<file path="src/rtl/ucs_pkg.sv">
package ucs_pkg;

  // Extract the next-address field (low bits) of a microword.
  function automatic logic [15:0] next_field(input logic [63:0] word, input int aw);
    logic [15:0] r;
    r = '0;
    for (int i = 0; i < 16; i++) begin
      if (i < aw) r[i] = word[i];
    end
    return r;
  endfunction

  // Extract the control field (bits above the next-address field).
  function automatic logic [47:0] ctrl_field(input logic [63:0] word, input int aw, input int cw);
    logic [47:0] r;
    r = '0;
    for (int i = 0; i < 48; i++) begin
      if (i < cw) r[i] = word[i + aw];
    end
    return r;
  endfunction

endpackage

</file>
<file path="src/rtl/ucs_ctrl_store.sv">
module ucs_ctrl_store #(
  parameter int ADDR_W = 4,
  parameter int WORD_W = 12,
  localparam int DEPTH = 1 << ADDR_W
) (
  input  logic              clk,
  input  logic              we,
  input  logic [ADDR_W-1:0] waddr,
  input  logic [WORD_W-1:0] wdata,
  input  logic [ADDR_W-1:0] raddr,
  output logic [WORD_W-1:0] rdata
);
  logic [WORD_W-1:0] mem [DEPTH];

  always_ff @(posedge clk) begin
    if (we) mem[waddr] <= wdata;
  end

  // Combinational read from the address register.
  assign rdata = mem[raddr];
endmodule

</file>
<file path="src/rtl/ucs_field_split.sv">
module ucs_field_split
  import ucs_pkg::*;
#(
  parameter int ADDR_W = 4,
  parameter int CTRL_W = 8,
  localparam int WORD_W = ADDR_W + CTRL_W
) (
  input  logic [WORD_W-1:0] word,
  output logic [ADDR_W-1:0] next_addr,
  output logic [CTRL_W-1:0] ctrl
);
  logic [63:0] wide;
  logic [15:0] nx;
  logic [47:0] cf;

  always_comb begin
    wide = '0;
    wide[WORD_W-1:0] = word;
    nx = next_field(wide, ADDR_W);
    cf = ctrl_field(wide, ADDR_W, CTRL_W);
  end

  assign next_addr = nx[ADDR_W-1:0];
  assign ctrl      = cf[CTRL_W-1:0];
endmodule

</file>
<file path="src/rtl/ucs_addr_reg.sv">
module ucs_addr_reg #(
  parameter int ADDR_W = 4
) (
  input  logic              clk,
  input  logic              rst,
  input  logic [ADDR_W-1:0] d,
  output logic [ADDR_W-1:0] q
);
  // Loads every edge; reset forces the start address.
  always_ff @(posedge clk) begin
    if (rst) q <= '0;
    else     q <= d;
  end
endmodule

</file>
<file path="src/rtl/ucs_microseq.sv">
module ucs_microseq #(
  parameter int ADDR_W = 4,
  parameter int CTRL_W = 8,
  localparam int WORD_W = ADDR_W + CTRL_W
) (
  input  logic              clk,
  input  logic              rst,
  input  logic              ld_en,
  input  logic [ADDR_W-1:0] ld_addr,
  input  logic [WORD_W-1:0] ld_word,
  output logic [CTRL_W-1:0] ctrl_out,
  output logic [ADDR_W-1:0] cur_addr
);
  logic              wr_fire;
  logic [WORD_W-1:0] cur_word;
  logic [ADDR_W-1:0] nxt_addr;

  // Write port opens only while the sequencer is held in reset.
  assign wr_fire = ld_en & rst;

  ucs_ctrl_store #(.ADDR_W(ADDR_W), .WORD_W(WORD_W)) u_store (
    .clk   (clk),
    .we    (wr_fire),
    .waddr (ld_addr),
    .wdata (ld_word),
    .raddr (cur_addr),
    .rdata (cur_word)
  );

  ucs_field_split #(.ADDR_W(ADDR_W), .CTRL_W(CTRL_W)) u_split (
    .word      (cur_word),
    .next_addr (nxt_addr),
    .ctrl      (ctrl_out)
  );

  ucs_addr_reg #(.ADDR_W(ADDR_W)) u_areg (
    .clk (clk),
    .rst (rst),
    .d   (nxt_addr),
    .q   (cur_addr)
  );
endmodule

</file>
<file path="config.mk">
export PLATFORM = sky130hd
export DESIGN_NAME = ucs_microseq
export DESIGN_NICKNAME = d
export VERILOG_FILES = /design/src/rtl/ucs_pkg.sv /design/src/rtl/ucs_ctrl_store.sv /design/src/rtl/ucs_field_split.sv /design/src/rtl/ucs_addr_reg.sv /design/src/rtl/ucs_microseq.sv
export SDC_FILE = /design/constraint.sdc
export NUM_CORES = 1
export LEC_CHECK = 0
export ABC_AREA = 1
export ABC_CLOCK_PERIOD_IN_PS = 1500
export BUFFER_PORTS_ARGS = -buffer_cell sky130_fd_sc_hd__buf_2
export CAP_MARGIN = 30
export CORE_UTILIZATION = 55
export CTS_BUF_LIST = sky130_fd_sc_hd__clkbuf_16
export DETAILED_ROUTE_END_ITERATION = 8
export GPL_TIMING_DRIVEN = 0
export MAX_ROUTING_LAYER = met4
export PLACE_DENSITY = 0.85
export SYNTH_ARGS = -nofsm -noshare
export SYNTH_HDL_FRONTEND = slang
export SYNTH_SLANG_ARGS = --single-unit
</file>
<file path="constraint.sdc">
create_clock -name clk -period 1.5 [get_ports clk]
set_clock_uncertainty 0.15 [all_clocks]
set_input_delay 0.3 -clock clk [delete_from_list [all_inputs] [get_ports clk]]
set_output_delay 0.3 -clock clk [all_outputs]
set_load 0.01 [all_outputs]
</file>
==> flow_summary.ini <==
[yosys]
ys_warn_count = 0
synth.top_cell.area_share_pct = 72.2
ys_types = 17
synth_fp_nets = 682
syn-cell-area_um2 = 7990
synth_area_leader_cell = edfxtp_1
netlist_top_cells_area = edfxtp_1 72%, nand2_1 5.2%, nor2_1 3.9%
synthCells = 663
synth.avg_cell_area_um2 = 12.0
synth_seq_cells = 196
ys_seq_area_share_pct = 73.2

[timing]
finalSetupViolations = 13
setup_tns_ps = -9280
setup_slack_ps = -1160
hold_slack_ps = 122
slew_headroom_pct = 53.2
min_period_over_period_pct = 177
worst_pin_slew_ps = 702
post-route-min-period_ps = 2660
max_freq_mhz = 376
drv_slew = 0
finalHoldViolations = 0
rsz0062_at_grt = true

[critical_path]
rr_worst_depth = 11
arrival_ps = 2210
worstSetupPathType = flip-flop to output pin
r2r_slack_ps = -380
critical_path_required_ps = 1050
worstPathMaxFanout = 10
critPathLaunchType = flip-flop
r2r-end = cur_addr[1]$_SDFF_PP0_
crit_path_end_kind = output pin
r2r-start = cur_addr[0]$_SDFF_PP0_

[placement]
dp.final_hpwl_um = 13100
gp_congestion = 0.929
placed_cell_area_um2 = 8700
place_inst = 889
numPortBuffers = 30

[hold_path]
hold_path.startpoint = ld_word[8]
hp-class = primary input to flip-flop
hold_path_depth = 1
hold_end = u_store.mem[6][8]$_DFFE_PP_

[finish]
stdcell_area_um2 = 10000
syn2layout_area_growth_pct = 25.2
drive_above_1_share_pct = 27.9
final_cell_mix = 192 x edfxtp_1, 93 x nand2_1, 72 x nor2_1
stdcell_count = 934
nets = 760
final_common_cell = edfxtp_1
num_antenna_cells = 0

[global_route]
grt_pass1_wl_um = 33100
overflow = 0
antenna_found_initial = 0
grt_pass1_vias = 5826
grt_max_degree = 18
grt_usage_pct = 32.3

[route]
wl_per_cell_um = 26.3
drt_iter0_drc = 1281
dr.pass1.iters = 9
vias = 6306
antenna_left = 0
via_per_inst = 6.75
wl_um = 24600
route.detailed.drc = 0

[power]
total_power_w = 0.0172
leakage_nw = 3.68
vdd_ir_drop_max_v = 0.000971
p_per_area_nw_per_um2 = 1720

[floorplanning]
die_x_um = 123
coreArea_um2 = 14000
dieArea_um2 = 15000
placement_rows = 43
die_y_um = 123
start_util_pct = 56.9
pin_count = 31

[clock_tree]
cts-root-buf = clkbuf_16
numCtsBuffers = 17
clock_latency_ps = 440
cts.path.max_buffers = 2
cts_tree = yes
htree_levels = 4
path_clk_slew_ps = 80
clock-sinks = 196

[outcome]
status = finished with violations
failed_checks = negative setup slack

[job]
maxCapViolations = 0
## cell type report
class	count	area [µm²]
Clock buffer	17	425
Timing Repair Buffer	67	693
Clock inverter	15	130
Fill cell	769	4040
Buffer	37	433
Tap cell	180	225
Multi-Input combinational cell	367	2040
Sequential cell	196	5850
Inverter	55	209
## synthesized netlist by cell type
cell and number:
a21oi_1 20, buf_6 4, nand2_1 111, nand3_1 57
clkbuf_1 17, inv_2 1, nor2_1 82, buf_1 2
o21ai_0 60, inv_1 54, edfxtp_1 192, o21ai_1 4
nand3b_1 1, dfxtp_1 4, buf_4 13, buf_2 9
o211ai_1 32
## metrics by stage
| step | worst slack [ps] | util, % |
|---|---|---|
| final | -1160 | 71.3 |
| after CTS | -871 | 68.8 |
| after detailed placement | -667 | 61.9 |
| after floorplan | -132 | - |
| after global placement | -719 | 60.9 |
| after global routing | -1160 | 71.3 |
## worst max path at each step
stage / slack [ps] / startpoint / to / cells past startpoint
5_1_grt: -1160 / cur_addr[0]$_SDFF_PP0_ / ctrl_out[0] / 7
2_1_floorplan: -130 / ld_en / u_store.mem[4][0]$_DFFE_PP_ / 4
4_1_cts: -870 / cur_addr[0]$_SDFF_PP0_ / ctrl_out[3] / 7
6_report: -1160 / cur_addr[0]$_SDFF_PP0_ / ctrl_out[0] / 7
3_3_place_gp: -720 / rst / u_store.mem[1][8]$_DFFE_PP_ / 5
3_5_place_dp: -670 / cur_addr[0]$_SDFF_PP0_ / ctrl_out[3] / 7
## layer usage
layer	share of wire, %	vias up	wire [µm]	global-route usage (%)
met3	13	192	3270	6.37
met1	33	2965	8070	39.3
li1	-	2474	-	-
met5	0	-	0	-
met2	47	675	11500	51.1
met4	7.0	0	1710	17.8
## registers in the layout, summed over array words and instances, names as in the netlist
register	count
cur_addr	4
u_store.mem	192
## cells by family after synthesis
logic type	after synthesis	share of synthesized area [%]
and+or+nand+nor	251	12.7
DFF	196	73.2
AOI/OAI and AO/OA	116	8.27
buffers and inverters	100	5.83
## critical path: stages (launching register included)
cell	delay (ps)
dfxtp_4	390
inv_4	130
clkbuf_8	180
o21ai_0	110
o211ai_1	410
nand3_1	270
nand2_2	170
buf_6	110
## power by group
group	switching, W	total [W]	internal, W	leakage (nW)
Sequential	0.0000959	0.00622	0.00612	1.76
Clock	0.00209	0.00438	0.00230	0.258
Combinational	0.00389	0.00656	0.00267	1.66
Total	0.00607	0.0172	0.0111	3.68
## repair_timing
action                                 in CTS  in global routing
gates cloned                                3                  3
endpoints found under the hold margin       4                  0
hold buffers                                1                  0
pin swaps                                  43                 49
resized for setup                          86                 63
buffers inserted                           10                  4
setup endpoints to repair                  14                 13
Note: power is estimated with default switching activity, not from simulation.
